$ cat config.mk
export PLATFORM = sky130hd
export DESIGN_NAME = func_alu
export DESIGN_NICKNAME = d
export VERILOG_FILES = /design/src/rtl/func_alu_pkg.sv /design/src/rtl/func_alu_arith.sv /design/src/rtl/func_alu_logic.sv /design/src/rtl/func_alu_shift.sv /design/src/rtl/func_alu.sv
export SDC_FILE = /design/constraint.sdc
export NUM_CORES = 1
export LEC_CHECK = 0
export BUFFER_PORTS_ARGS = -buffer_cell sky130_fd_sc_hd__clkbuf_2
export CORE_MARGIN = 2
export CORE_UTILIZATION = 38
export CTS_CLUSTER_DIAMETER = 200
export CTS_CLUSTER_SIZE = 8
export DETAILED_ROUTE_END_ITERATION = 7
export PLACE_DENSITY_LB_ADDON = 0.05
export SYNTH_ARGS = -nofsm -noshare
export SYNTH_HDL_FRONTEND = slang
export SYNTH_SLANG_ARGS = --single-unit
$ cat constraint.sdc
create_clock -name clk -period 0.8 [get_ports clk]
set_clock_uncertainty 0.05 [all_clocks]
set_input_delay 0.04 -clock clk [delete_from_list [all_inputs] [get_ports clk]]
set_output_delay 0.04 -clock clk [all_outputs]
set_load 0.01 [all_outputs]
$ cat src/rtl/func_alu_pkg.sv
package func_alu_pkg;

    localparam int DATA_W = 32;
    localparam int FUNC_W = 6;
    localparam int SHW    = $clog2(DATA_W);

    typedef enum logic [FUNC_W-1:0] {
        FN_ADD  = 6'b000000,
        FN_SUB  = 6'b000001,
        FN_AND  = 6'b000010,
        FN_OR   = 6'b000011,
        FN_INC  = 6'b000100,
        FN_DEC  = 6'b000101,
        FN_COMP = 6'b000110,
        FN_SLA  = 6'b001000,
        FN_SLT  = 6'b001001,
        FN_SRA  = 6'b001010,
        FN_SLL  = 6'b001100,
        FN_SRL  = 6'b001110
    } func_e;

    typedef enum logic [1:0] {
        AR_ADD,
        AR_SUB,
        AR_INC,
        AR_DEC
    } arith_e;

    typedef enum logic [1:0] {
        LG_AND,
        LG_OR,
        LG_NOT
    } logic_e;

    typedef struct packed {
        logic [DATA_W-1:0] result;
        logic              zero;
    } alu_state_t;

endpackage

$ cat src/rtl/func_alu_arith.sv
module func_alu_arith
    import func_alu_pkg::*;
#(
    parameter int W = 32
) (
    input  logic [W-1:0] a_i,
    input  logic [W-1:0] b_i,
    input  arith_e       mode_i,
    output logic [W-1:0] sum_o,
    output logic         lt_o
);

    logic [W-1:0] b_eff;
    logic         carry_in;

    // One adder serves add, subtract, increment, decrement and compare.
    always_comb begin
        b_eff    = b_i;
        carry_in = 1'b0;
        unique case (mode_i)
            AR_ADD: begin b_eff = b_i;  carry_in = 1'b0; end
            AR_SUB: begin b_eff = ~b_i; carry_in = 1'b1; end
            AR_INC: begin b_eff = '0;   carry_in = 1'b1; end
            AR_DEC: begin b_eff = '1;   carry_in = 1'b0; end
            default: begin b_eff = b_i; carry_in = 1'b0; end
        endcase
    end

    assign sum_o = a_i + b_eff + W'(carry_in);

    // Signed less-than; meaningful when mode_i selects subtraction.
    assign lt_o = (a_i[W-1] ^ b_i[W-1]) ? a_i[W-1] : sum_o[W-1];

endmodule

$ cat src/rtl/func_alu_logic.sv
module func_alu_logic
    import func_alu_pkg::*;
#(
    parameter int W = 32
) (
    input  logic [W-1:0] a_i,
    input  logic [W-1:0] b_i,
    input  logic_e       mode_i,
    output logic [W-1:0] y_o
);

    always_comb begin
        unique case (mode_i)
            LG_AND:  y_o = a_i & b_i;
            LG_OR:   y_o = a_i | b_i;
            LG_NOT:  y_o = ~a_i;
            default: y_o = '0;
        endcase
    end

endmodule

$ cat src/rtl/func_alu_shift.sv
module func_alu_shift #(
    parameter int W   = 32,
    parameter int SHW = $clog2(W)
) (
    input  logic [W-1:0]   a_i,
    input  logic [SHW-1:0] amt_i,
    input  logic           arith_i,
    output logic [W-1:0]   shl_o,
    output logic [W-1:0]   shr_o
);

    logic         fill;
    logic [W-1:0] lstg [SHW+1];
    logic [W-1:0] rstg [SHW+1];

    assign fill    = arith_i & a_i[W-1];
    assign lstg[0] = a_i;
    assign rstg[0] = a_i;

    // Logarithmic barrel: stage k moves by 2**k when amount bit k is set.
    for (genvar k = 0; k < SHW; k++) begin : g_stage
        localparam int S = 1 << k;
        assign lstg[k+1] = amt_i[k] ? {lstg[k][W-1-S:0], {S{1'b0}}} : lstg[k];
        assign rstg[k+1] = amt_i[k] ? {{S{fill}}, rstg[k][W-1:S]}   : rstg[k];
    end

    assign shl_o = lstg[SHW];
    assign shr_o = rstg[SHW];

endmodule

$ cat src/rtl/func_alu.sv
module func_alu
    import func_alu_pkg::*;
(
    input  logic              clk,
    input  logic              rst_n,
    input  logic [DATA_W-1:0] opa_i,
    input  logic [DATA_W-1:0] opb_i,
    input  logic [FUNC_W-1:0] func_i,
    output logic [DATA_W-1:0] result_o,
    output logic              zero_o
);

    arith_e            arith_mode;
    logic_e            logic_mode;
    logic              shift_arith;
    logic [DATA_W-1:0] sum;
    logic              lt;
    logic [DATA_W-1:0] lg_y;
    logic [DATA_W-1:0] shl;
    logic [DATA_W-1:0] shr;

    alu_state_t state_d;
    alu_state_t state_q;

    always_comb begin
        unique case (func_i)
            FN_SUB, FN_SLT: arith_mode = AR_SUB;
            FN_INC:         arith_mode = AR_INC;
            FN_DEC:         arith_mode = AR_DEC;
            default:        arith_mode = AR_ADD;
        endcase
        unique case (func_i)
            FN_OR:   logic_mode = LG_OR;
            FN_COMP: logic_mode = LG_NOT;
            default: logic_mode = LG_AND;
        endcase
        shift_arith = (func_i == FN_SRA);
    end

    func_alu_arith #(.W(DATA_W)) u_arith (
        .a_i    (opa_i),
        .b_i    (opb_i),
        .mode_i (arith_mode),
        .sum_o  (sum),
        .lt_o   (lt)
    );

    func_alu_logic #(.W(DATA_W)) u_logic (
        .a_i    (opa_i),
        .b_i    (opb_i),
        .mode_i (logic_mode),
        .y_o    (lg_y)
    );

    func_alu_shift #(.W(DATA_W), .SHW(SHW)) u_shift (
        .a_i     (opa_i),
        .amt_i   (opb_i[SHW-1:0]),
        .arith_i (shift_arith),
        .shl_o   (shl),
        .shr_o   (shr)
    );

    always_comb begin
        state_d = state_q;
        unique case (func_i)
            FN_ADD, FN_SUB, FN_INC, FN_DEC: state_d.result = sum;
            FN_AND, FN_OR, FN_COMP:         state_d.result = lg_y;
            FN_SLA, FN_SLL:                 state_d.result = shl;
            FN_SRA, FN_SRL:                 state_d.result = shr;
            FN_SLT:                         state_d.result = DATA_W'(lt);
            default:                        state_d.result = '0;
        endcase
        state_d.zero = (state_d.result == '0);
    end

    always_ff @(posedge clk or negedge rst_n) begin
        if (!rst_n) begin
            state_q <= '{result: '0, zero: 1'b1};
        end else begin
            state_q <= state_d;
        end
    end

    assign result_o = state_q.result;
    assign zero_o   = state_q.zero;

endmodule

---- After elaboration in Yosys (flattened, before gate mapping) ----
Index checks and enable logic that the tools add are counted.
operators by class
  $add $sub $neg .......................... 2
  equal/unequal tests ..................... 16
  muxes and demuxes ....................... 17
  bitwise operators ....................... 6
  reductions and logical operators ........ 11
operator list
  operator                                              count
  2-to-1 mux 32 bit                                     10
  case mux 32 bit (5 select lines)                      1
  case mux 32 bit (4 select lines)                      1
  case mux 32 bit (3 select lines)                      1
  NOT 32 bit                                            2
  adder 32 x 1 -> 32 bit                                1
  adder 32 bit                                          1
  AND 32 bit                                            1
  zero test 32 bit                                      1
  bitwise OR 32 bit                                     1
  equality test 6 x 4 -> 1 bit (second input constant)  5
  equality test 6 x 3 -> 1 bit (second input constant)  3
  equality test 6 x 2 -> 1 bit (second input constant)  2
  OR reduction 2 bit                                    5
  equality test 2 bit (second input constant)           3
  equality test 6 x 1 -> 1 bit (second input constant)  1
  zero test 6 bit                                       1
  case mux 2 bit (3 select lines)                       1
  equality test 2 x 1 -> 1 bit (second input constant)  2
  zero test 2 bit                                       2
  case mux 2 bit (2 select lines)                       1
  OR reduction 4 bit                                    1
  OR reduction 3 bit                                    1
  case mux 1 bit (2 select lines)                       1
  3 further kinds                                       3
word-level totals
  bits in registers ....................... 33
  bits of input ports ..................... 72
  output and inout port bits .............. 33
  word-level logic and storage cells ...... 54

---- Longest topological paths before layout ----
Gate-level depths: netlist of run 1.
  word-level depth ........................ 10
  gate-level depth with buffers ........... 23
  depth with buffers taken out ............ 19

---- Cells and area by module ----
From an unflattened synthesis of run 1, not the netlist that was laid out.
unflattened totals
  cells, all modules ...................... 1155
  area, all modules ....................... 9569.2 µm²
by module, submodules not included
  module          instances  cells each  area an instance (µm²)  seq. area each (µm²)
  func_alu_shift  1          481         4170.2                  0.0
  func_alu_arith  1          365         2504.9                  0.0
  func_alu        1          233         2155.8                  827.0
  func_alu_logic  1          76          738.2                   0.0

---- Least setup slack after synthesis of run 1 ----
OpenSTA, ideal clock, no wires.
  kind .................................... input port to flip-flop
  start point ............................. input func_i[3]
  end point ............................... register state_q, in the netlist zero_o
  library setup time ...................... 0.096 ns
  arrival time ............................ 4.985 ns
  data required time ...................... 0.654 ns
  path slack .............................. -4.331 ns
  stages .................................. 22
  buffers on the path ..................... 6
  path through ............................ buf_2 nor4_1 clkbuf_1 clkbuf_1 nand2_1 ha_1 clkbuf_1 buf_1 a211oi_1 a21oi_1 ha_1 clkbuf_1 nand4_1 a2111oi_1 nor3b_2 o211ai_1 xor2_1 a211o_1 or3b_2 nor4_1 nand4b_1 nor4bb_1
RTL lines
  what                  line            text
  from (decl)           func_alu.sv:8   input logic [FUNC_W-1:0] func_i,
  to (signal assigned)  func_alu.sv:78  state_q <= '{result: '0, zero: 1'b1};
  to (signal assigned)  func_alu.sv:80  state_q <= state_d;
  to (decl)             func_alu.sv:23  alu_state_t state_q;

==> results of run 1 <==
[layout make-up]
| type | count | share of cell area [%] |
|---|---|---|
| multi-input cells | 971 | 53.4 |
| repair buffers | 673 | 36.0 |
| flip-flops and latches | 33 | 5.72 |
| well taps | 280 | 2.42 |
| inverters | 48 | 1.25 |
| clock buffers | 6 | 0.961 |
| clock inverters | 2 | 0.260 |
| diodes | 4 | 0.0693 |
[stage by stage]
stage          power (mW)  instance area (um2)  utilization [%]
6_report             14.4                14400             66.2
5_1_grt              14.9                14400             66.2
2_1_floorplan        6.05                 8780                -
3_5_place_dp         10.8                13200             60.3
3_3_place_gp         10.7                13200             60.3
4_1_cts              13.6                13900             63.5
[sequential cells by signal (all words and copies together), names as in the netlist]
| name | cells |
|---|---|
| result_o | 32 |
| zero_o | 1 |
[cells in the final DEF, fill, tap and decap left out, drive strengths merged, types with 36 or more instances in the layout]
cell / count
a21oi: 110
buf: 572
a211oi: 47
o21ai: 76
nand2: 115
inv: 47
mux2: 36
clkbuf: 106
nor2: 106
mux2i: 53
[per-layer routing]
layer | GRT usage [%] | vias to the layer above | wire length [um]
li1 | - | 5593 | -
met1 | 55.6 | 5894 | 20400
met3 | 5.36 | 177 | 5030
met5 | 0 | - | 0
met4 | 24.9 | 0 | 3660
met2 | 64.1 | 799 | 22100
[cell usage after synthesis (5+ instances only)]
cell	number	area (um2)
sky130_fd_sc_hd__a2111oi_0	10	87.6
sky130_fd_sc_hd__a211o_1	10	87.6
sky130_fd_sc_hd__a211oi_1	47	353
sky130_fd_sc_hd__a21boi_0	5	37.5
sky130_fd_sc_hd__a21o_1	15	113
sky130_fd_sc_hd__a21oi_1	110	551
sky130_fd_sc_hd__a221o_1	5	50.1
sky130_fd_sc_hd__a221oi_1	12	105
sky130_fd_sc_hd__a31oi_1	11	68.8
sky130_fd_sc_hd__and2_1	6	37.5
sky130_fd_sc_hd__and3_1	5	31.3
sky130_fd_sc_hd__buf_1	15	56.3
sky130_fd_sc_hd__buf_2	22	110
sky130_fd_sc_hd__buf_6	5	56.3
sky130_fd_sc_hd__clkbuf_1	56	210
sky130_fd_sc_hd__dfrtp_1	32	801
sky130_fd_sc_hd__ha_1	35	438
sky130_fd_sc_hd__inv_1	45	169
sky130_fd_sc_hd__maj3_1	19	190
sky130_fd_sc_hd__mux2_2	36	405
sky130_fd_sc_hd__mux2i_1	53	531
sky130_fd_sc_hd__mux4_2	32	721
sky130_fd_sc_hd__nand2_1	115	432
sky130_fd_sc_hd__nand2b_1	11	68.8
sky130_fd_sc_hd__nand3_1	24	120
sky130_fd_sc_hd__nand4_1	14	87.6
sky130_fd_sc_hd__nor2_1	106	398
sky130_fd_sc_hd__nor2b_1	8	50.1
sky130_fd_sc_hd__nor3_1	25	125
sky130_fd_sc_hd__nor4_1	7	43.8
sky130_fd_sc_hd__o211ai_1	18	135
sky130_fd_sc_hd__o21a_1	14	105
sky130_fd_sc_hd__o21ai_0	75	375
sky130_fd_sc_hd__o221ai_1	12	105
sky130_fd_sc_hd__o22a_1	5	43.8
sky130_fd_sc_hd__o22ai_1	20	125
sky130_fd_sc_hd__o311ai_0	5	43.8
sky130_fd_sc_hd__xnor2_1	10	87.6
sky130_fd_sc_hd__xor2_1	8	70.1
[tightest hold or removal path, stage by stage]
cell and delay [ns]:
sky130_fd_sc_hd__dlygate4sd3_1 0.53, sky130_fd_sc_hd__clkbuf_2 0.12, sky130_fd_sc_hd__buf_12 0.19
[logic make-up (layout without fill, tap and decap cells)]
logic type,after synthesis,in the layout
other,0,4
and+or+nand+nor,358,358
xor gates and xnor gates,18,18
adders and majority gates,56,56
AOI/OAI and AO/OA,418,418
DFF,33,33
buffers and inverters,150,729
muxes,121,121
[worst max-delay path by stage]
stage	start	endpoint	cells after the start
global placement	func_i[1]	zero_o	23
detailed placement	func_i[1]	zero_o	20
floorplan	func_i[3]	zero_o	21
CTS	func_i[4]	zero_o	19
finish	func_i[5]	zero_o	21
global route	func_i[5]	zero_o	19
[power by group]
group | internal (mW) | leakage, nW | total, mW | switching [mW]
Clock | 1.55 | 0.0831 | 2.24 | 0.690
Sequential | 1.79 | 0.448 | 1.82 | 0.0339
Combinational | 4.95 | 6.27 | 10.3 | 5.34
[repair_timing]
item / 4_1_cts / 5_1_grt
setup endpoints to repair: 66 / 66
cloned: 0 / 1
pin swaps: 46 / 63
setup buffers: 24 / 27
endpoints found under the hold margin: 33 / 0
gates resized for setup: 82 / 89
hold buffers: 1 / 0
==> flow_metrics.env, run 1 <==
export IMPL_synth_xor_area_share_pct=1.86
export IMPL_maxCapViolCount=0
export IMPL_post_route_period_util_pct=529
export IMPL_post_synth_fa_ha_maj_area_fraction_pct=7.90
export IMPL_tns_ns=-86.51
export IMPL_ctsLongestPathBuffers=2
export IMPL_max_clock_freq_ghz=0.236
export IMPL_yosys_warnings=0
export IMPL_synth_seq_cells=33
export IMPL_critical_path_required_ns=0.93
export IMPL_setup_worst_path_class="in2reg"
export IMPL_cts_htree_levels=2
export IMPL_crit_chain="buf_8, nor3_4, nand2_2, a21oi_4, buf_6, ha_4, a211oi_2, a21o_1, fa_2, fa_2, nand2b_4, a21o_4, buf_6, a21oi_4, nor2_1, xnor2_1, a221o_1, nand4b_1, and4bb_1, nand4b_1, nor4bb_2"
export IMPL_fillCellCount=1941
export IMPL_yosysSeqAreaShare_pct=9.78
export IMPL_tritoncts_clock_tree="done"
export IMPL_seqCellArea_um2=827
export IMPL_worst_ep_arrival_time_ns=4.36
export IMPL_yosys_cell_types_count=86
export IMPL_slew_viol_final=0
export IMPL_synthCells=1154
export IMPL_synth_top_family_by_area="compound AO/OA/AOI/OAI gates"
export IMPL_final_antenna_net_count=0
export IMPL_timing_critical_path_slowest_cell_delay_ns=0.39
export IMPL_global_route_wire_length_before_repair_um=74000
export IMPL_timing_worst_slew_pin_value_ns=0.890
export IMPL_place_congestion=1.17
export IMPL_ctsRootBufferMaster="sky130_fd_sc_hd__clkbuf_16"
export IMPL_drive_gt1_share_pct=50.0
export IMPL_worstPathMaxFanout=4
export IMPL_rsz0062_at_grt="true"
export IMPL_grtUsageTotal_pct=41.6
export IMPL_status="complete, but fails checks"
export IMPL_instances_no_fill=2017
export IMPL_pre_cts_ws_ns=-3.68
export IMPL_row_count=54
export IMPL_synth_edff_count=0
export IMPL_setup_violations_final=66
export IMPL_antenna_violations_before_repair=5
export IMPL_p_leak_nw=6.80
export IMPL_die_area_mm2=0.0235
export IMPL_timing_slew_headroom_pct=40.0
export IMPL_grt_max_degree=50
export IMPL_floorplan_initialDensity_pct=38.8
export IMPL_ratio_of_routed_vias_to_standard_cells=6.18
export IMPL_fp_dieH_um=153
export IMPL_synth_area_mux_share_pct=19.6
export IMPL_synth_simple_gate_area_share_pct=20.3
export IMPL_num_io_pins=105
export IMPL_fin_nets=1841
export IMPL_synthArstFlopShare_pct=100
export IMPL_failing_checks="negative setup slack"
export IMPL_hold_ws_ns=0.204
export IMPL_pwr_density_cell_mw_per_mm2=993
export IMPL_worst_ir_drop_vdd_mv=0.825
export IMPL_totalWireLength_um=51300
export IMPL_avgRoutedWirePerCell_um=25.4
export IMPL_timing_critical_path_to_type="flop"
export IMPL_syn_num_nets=1263
export IMPL_vias=12500
export IMPL_clk_transition_reported_paths_ns=0.05
export IMPL_avgSynthCellArea_um2=7.33
export IMPL_dp_hpwl_um=41600
export IMPL_detail_route_iter0_violations=1407
export IMPL_drt_pass1_iter_count=8
export IMPL_clock_sink_count=33
export IMPL_synth_compound_area_share_pct=33.0
export IMPL_syn2layout_area_growth_pct=70.8
export IMPL_cpLargestDelayFamily="simple AND/OR/NAND/NOR gates"
export IMPL_remaining_drc_errors=0
export IMPL_crit_buf_inv=3
export IMPL_die_width_um=153
export IMPL_area_of_the_multi_input_gates_mm2=0.00771
export IMPL_core_area_mm2=0.0218
export IMPL_setup_ws_ns=-3.43
export IMPL_ys_flop_type="sky130_fd_sc_hd__dfrtp_1"
export IMPL_min_path_type="in2async"
export IMPL_io_buffers=104
export IMPL_hold_viol_final=0
export IMPL_vias_in_the_first_global_route=11900
export IMPL_grt_ovfl_total=0
export IMPL_cpMaxStageDelayCell="sky130_fd_sc_hd__fa_2"
export IMPL_post_route_min_period_ns=4.23
export IMPL_cts_buffers_inserted=5
export IMPL_syn_area_mm2=0.00846
export IMPL_place_inst=1963
export IMPL_startpoint_type="primary input"
No activity file was read; power rests on OpenSTA's default activity.
==> run 2: changes to the inputs <==
Settings changed: CORE_UTILIZATION 38 to 55.
==> run 2 against run 1 <==
- the run now fails in global routing (5_1_grt)
- synthesized cell count stayed put
- area after synthesis unchanged
==> flow_metrics.env, run 2 <==
export IMPL_status="did not finish"
export IMPL_stop_stage="global routing (5_1_grt)"
export IMPL_firstError="[ERROR GRT-0232] Routing congestion too high. Check the congestion heatmap in the GUI."
export IMPL_synth_seq_cells=33
export IMPL_worst_ep_post_grt_repair="zero_o$_DFF_PN1_/D"
export IMPL_fp_dieH_um=128
export IMPL_clock_sink_count=33
export IMPL_yosys_warnings=0
export IMPL_place_area_mm2=0.0125
export IMPL_grtUsageTotal_pct=85.3
export IMPL_yosys_cell_count_top_type="sky130_fd_sc_hd__nand2_1"
export IMPL_cts_buffers_inserted=5
export IMPL_synth_top_area_cell="sky130_fd_sc_hd__dfrtp_1"
export IMPL_avgSynthCellArea_um2=7.33
export IMPL_die_width_um=128
export IMPL_synth_edff_count=0
export IMPL_synthCells=1154
export IMPL_syn_num_nets=1263
export IMPL_grt_max_degree=79
export IMPL_grt_ovfl_total=312
export IMPL_worst_path_end_type="register input"
export IMPL_cell_types_occupying_the_most_area_after_synthesis="sky130_fd_sc_hd__dfrtp_1 9.5%, sky130_fd_sc_hd__mux4_2 8.5%, sky130_fd_sc_hd__a21oi_1 6.5%, sky130_fd_sc_hd__mux2i_1 6.3%, sky130_fd_sc_hd__ha_1 5.2%"
export IMPL_ctsLongestPathBuffers=2
export IMPL_io_buffers=104
export IMPL_synth_cells_most_frequent="115 x sky130_fd_sc_hd__nand2_1, 110 x sky130_fd_sc_hd__a21oi_1, 106 x sky130_fd_sc_hd__nor2_1, 75 x sky130_fd_sc_hd__o21ai_0, 56 x sky130_fd_sc_hd__clkbuf_1"
export IMPL_dp_hpwl_um=36100
export IMPL_synth_top_cell_area_share_pct=9.46
export IMPL_syn_area_mm2=0.00846
export IMPL_yosys_cell_types_count=86
export IMPL_num_io_pins=105
export IMPL_ys_flop_type="sky130_fd_sc_hd__dfrtp_1"
export IMPL_floorplan_initialDensity_pct=56.1
export IMPL_yosysSeqAreaShare_pct=9.78
export IMPL_cts_htree_levels=2
export IMPL_synthArstFlopShare_pct=100
export IMPL_ctsRootBufferMaster="sky130_fd_sc_hd__clkbuf_16"
export IMPL_place_congestion=1.24
export IMPL_row_count=45
==> run 2: cell counts after synthesis <==
Identical to the previous run, type by type.
==> run 2: cell families after synthesis <==
kind of cell,Yosys count,share of synthesized area (%)
AOI/OAI and AO/OA,418,33.0
xor gates and xnor gates,18,1.86
adders and majority gates,56,7.90
buffers and inverters,150,7.57
DFF,33,9.78
muxes,121,19.6
and+or+nand+nor,358,20.3
==> run 2: routing by layer <==
layer | overflow | GRT usage [%]
met1 | 7 | 85.1
met2 | 197 | 102
met3 | 11 | 68.7
met4 | 97 | 89.0
met5 | 0 | 26.9
==> run 2: repair_timing <==
action / CTS
cloned: 5
hold buffers: 1
buffers inserted: 34
resized for setup: 98
setup endpoints to repair: 66
pin swaps: 59
endpoints found under the hold margin: 33
==> run 2: per-stage QoR <==
| stage | utilization, % | setup TNS [ns] | std cells | setup slack, ns |
|---|---|---|---|---|
| CTS | 89.2 | -88.88 | 1850 | -3.36 |
| detailed placement | 83.0 | -94.51 | 1808 | -3.65 |
| floorplan | - | -83.59 | 1154 | -3.48 |
| global placement | 83.0 | -90.01 | 1808 | -3.45 |
==> run 3: changes to the inputs <==
Settings changed: CORE_UTILIZATION 55 to 40, CTS_CLUSTER_DIAMETER 200 to default, CTS_CLUSTER_SIZE 8 to default, PLACE_DENSITY_LB_ADDON 0.05 to 0.15.
==> run 3 against run 2 <==
- the flow now finishes, with violations (negative setup slack)
==> flow_metrics.env, run 3 (synthesis gave the netlist of run 1 again) <==
export IMPL_vias=12600
export IMPL_row_count=53
export IMPL_instances_no_fill=2013
export IMPL_status="complete, but fails checks"
export IMPL_hold_ws_ns=0.0787
export IMPL_p_leak_nw=6.87
export IMPL_hold_viol_final=0
export IMPL_grt_ovfl_total=0
export IMPL_timing_worst_slew_pin_value_ns=0.758
export IMPL_global_route_wire_length_before_repair_um=74500
export IMPL_timing_slew_headroom_pct=49.1
export IMPL_final_antenna_net_count=0
export IMPL_remaining_drc_errors=0
export IMPL_setup_worst_path_class="in2reg"
export IMPL_ratio_of_routed_vias_to_standard_cells=6.28
export IMPL_totalWireLength_um=52500
export IMPL_detail_route_iter0_violations=1449
export IMPL_tritoncts_clock_tree="done"
export IMPL_startpoint_type="primary input"
export IMPL_antenna_violations_before_repair=0
export IMPL_place_area_mm2=0.0130
export IMPL_setup_violations_final=66
export IMPL_max_reg_flops=32
export IMPL_groute_layer_met3_usage_pct=5.88
export IMPL_core_area_mm2=0.0209
export IMPL_post_route_cell_area_mm2=0.0148
export IMPL_worst_ep_arrival_time_ns=4.31
export IMPL_worst_ir_drop_vdd_mv=0.686
export IMPL_fp_dieH_um=149
export IMPL_worstPathMaxFanout=6
export IMPL_timing_critical_path_to_type="flop"
export IMPL_dp_hpwl_um=40300
export IMPL_grt_max_degree=57
export IMPL_total_power_mw=14.6
export IMPL_die_width_um=149
export IMPL_critical_path_required_ns=0.92
export IMPL_vias_in_the_first_global_route=11900
export IMPL_groute_layer_met2_usage_pct=68.8
export IMPL_layout_common_cells="506 x sky130_fd_sc_hd__buf_4, 109 x sky130_fd_sc_hd__nand2_1, 100 x sky130_fd_sc_hd__nor2_1, 99 x sky130_fd_sc_hd__clkbuf_2, 82 x sky130_fd_sc_hd__a21oi_1"
export IMPL_pre_cts_ws_ns=-3.66
export IMPL_clock_sink_count=33
export IMPL_rsz0062_at_grt="true"
export IMPL_pwr_density_cell_mw_per_mm2=988
export IMPL_maxCapViolCount=0
export IMPL_die_area_mm2=0.0223
export IMPL_floorplan_initialDensity_pct=40.5
export IMPL_drive_gt1_share_pct=52.2
export IMPL_cts_buffers_inserted=5
export IMPL_place_inst=1946
export IMPL_syn2layout_area_growth_pct=75.0
export IMPL_setup_ws_ns=-3.38
export IMPL_fin_nets=1845
export IMPL_grtUsageTotal_pct=44.8
export IMPL_crit_path_start="func_i[4]"
export IMPL_post_route_min_period_ns=4.18
export IMPL_clk_transition_reported_paths_ns=0.05
export IMPL_min_path_type="in2async"
export IMPL_io_buffers=104
export IMPL_avgRoutedWirePerCell_um=26.1
export IMPL_place_congestion=1.10
export IMPL_grt_busiest_layer="met2"
export IMPL_failing_checks="negative setup slack"
export IMPL_max_clock_freq_ghz=0.239
export IMPL_fillCellCount=1689
export IMPL_drt_pass1_iter_count=7
export IMPL_layout_commonest_cell="sky130_fd_sc_hd__buf_4"
export IMPL_cts_htree_levels=2
export IMPL_met1_usage_pct=60.3
export IMPL_post_route_period_util_pct=523
export IMPL_ctsRootBufferMaster="sky130_fd_sc_hd__clkbuf_16"
export IMPL_ctsLongestPathBuffers=2
export IMPL_num_io_pins=105
export IMPL_slew_viol_final=0
run 3: cell type report:
cell class / instances / area, um2 / share of cell area, %
multi-input combinational: 971 / 8020 / 54.2
tap: 275 / 344 / 2.32
clock buffer: 5 / 125 / 0.845
timing repair buffer: 677 / 5290 / 35.7
sequential: 33 / 827 / 5.59
antenna: 1 / 2.50 / 0.0169
clock inverter: 3 / 17.5 / 0.118
inverter: 48 / 183 / 1.23
run 3: worst max-delay path: stages:
cell and delay, ns:
sky130_fd_sc_hd__buf_8 0.11, sky130_fd_sc_hd__nor4_4 0.36, sky130_fd_sc_hd__nand2_4 0.10, sky130_fd_sc_hd__buf_6 0.13
sky130_fd_sc_hd__ha_4 0.20, sky130_fd_sc_hd__buf_12 0.15, sky130_fd_sc_hd__buf_8 0.13, sky130_fd_sc_hd__a211oi_2 0.14
sky130_fd_sc_hd__a21oi_1 0.07, sky130_fd_sc_hd__ha_1 0.36, sky130_fd_sc_hd__nand4_1 0.24, sky130_fd_sc_hd__a2111oi_4 0.37
sky130_fd_sc_hd__nor3b_4 0.09, sky130_fd_sc_hd__o211ai_1 0.30, sky130_fd_sc_hd__xor2_1 0.11, sky130_fd_sc_hd__a211o_1 0.33
sky130_fd_sc_hd__buf_4 0.16, sky130_fd_sc_hd__buf_6 0.11, sky130_fd_sc_hd__buf_6 0.10, sky130_fd_sc_hd__buf_6 0.10
sky130_fd_sc_hd__buf_6 0.10, sky130_fd_sc_hd__buf_6 0.10, sky130_fd_sc_hd__buf_6 0.10, sky130_fd_sc_hd__buf_6 0.10
sky130_fd_sc_hd__buf_6 0.10, sky130_fd_sc_hd__buf_6 0.10
run 3: stage by stage:
stage	util, %	TNS [ns]
detailed placement	62.3	-95.19
finish	70.9	-87.45
global route	70.9	-91.29
CTS	68.0	-82.85
global placement	62.3	-91.37
floorplan	-	-83.59
run 3: layer usage:
metal	vias up	routed length [um]
li1	5581	-
met1	6009	20900
met2	862	23000
met3	182	5000
met4	0	3570
met5	-	0
run 3: worst max path at each step:
stage	end	slack, ns	cells after the start
finish	result_o[15]	-3.38	26
global route	zero_o	-3.54	20
CTS	zero_o	-3.26	17
detailed placement	zero_o	-3.66	21
global placement	zero_o	-3.49	19
floorplan	zero_o	-3.48	21
run 3: what timing repair did:
item / in CTS / in global routing
hold buffers: 1 / 0
endpoints found under the setup margin: 66 / 66
pin swaps: 84 / 63
gates resized for setup: 159 / 81
setup buffers: 37 / 39
cloned: 4 / 0
endpoints found under the hold margin: 33 / 0
run 3: power breakdown:
part / switching, mW / internal (mW)
clock network: 0.693 / 1.14
logic: 5.68 / 5.30
registers: 0.0331 / 1.79
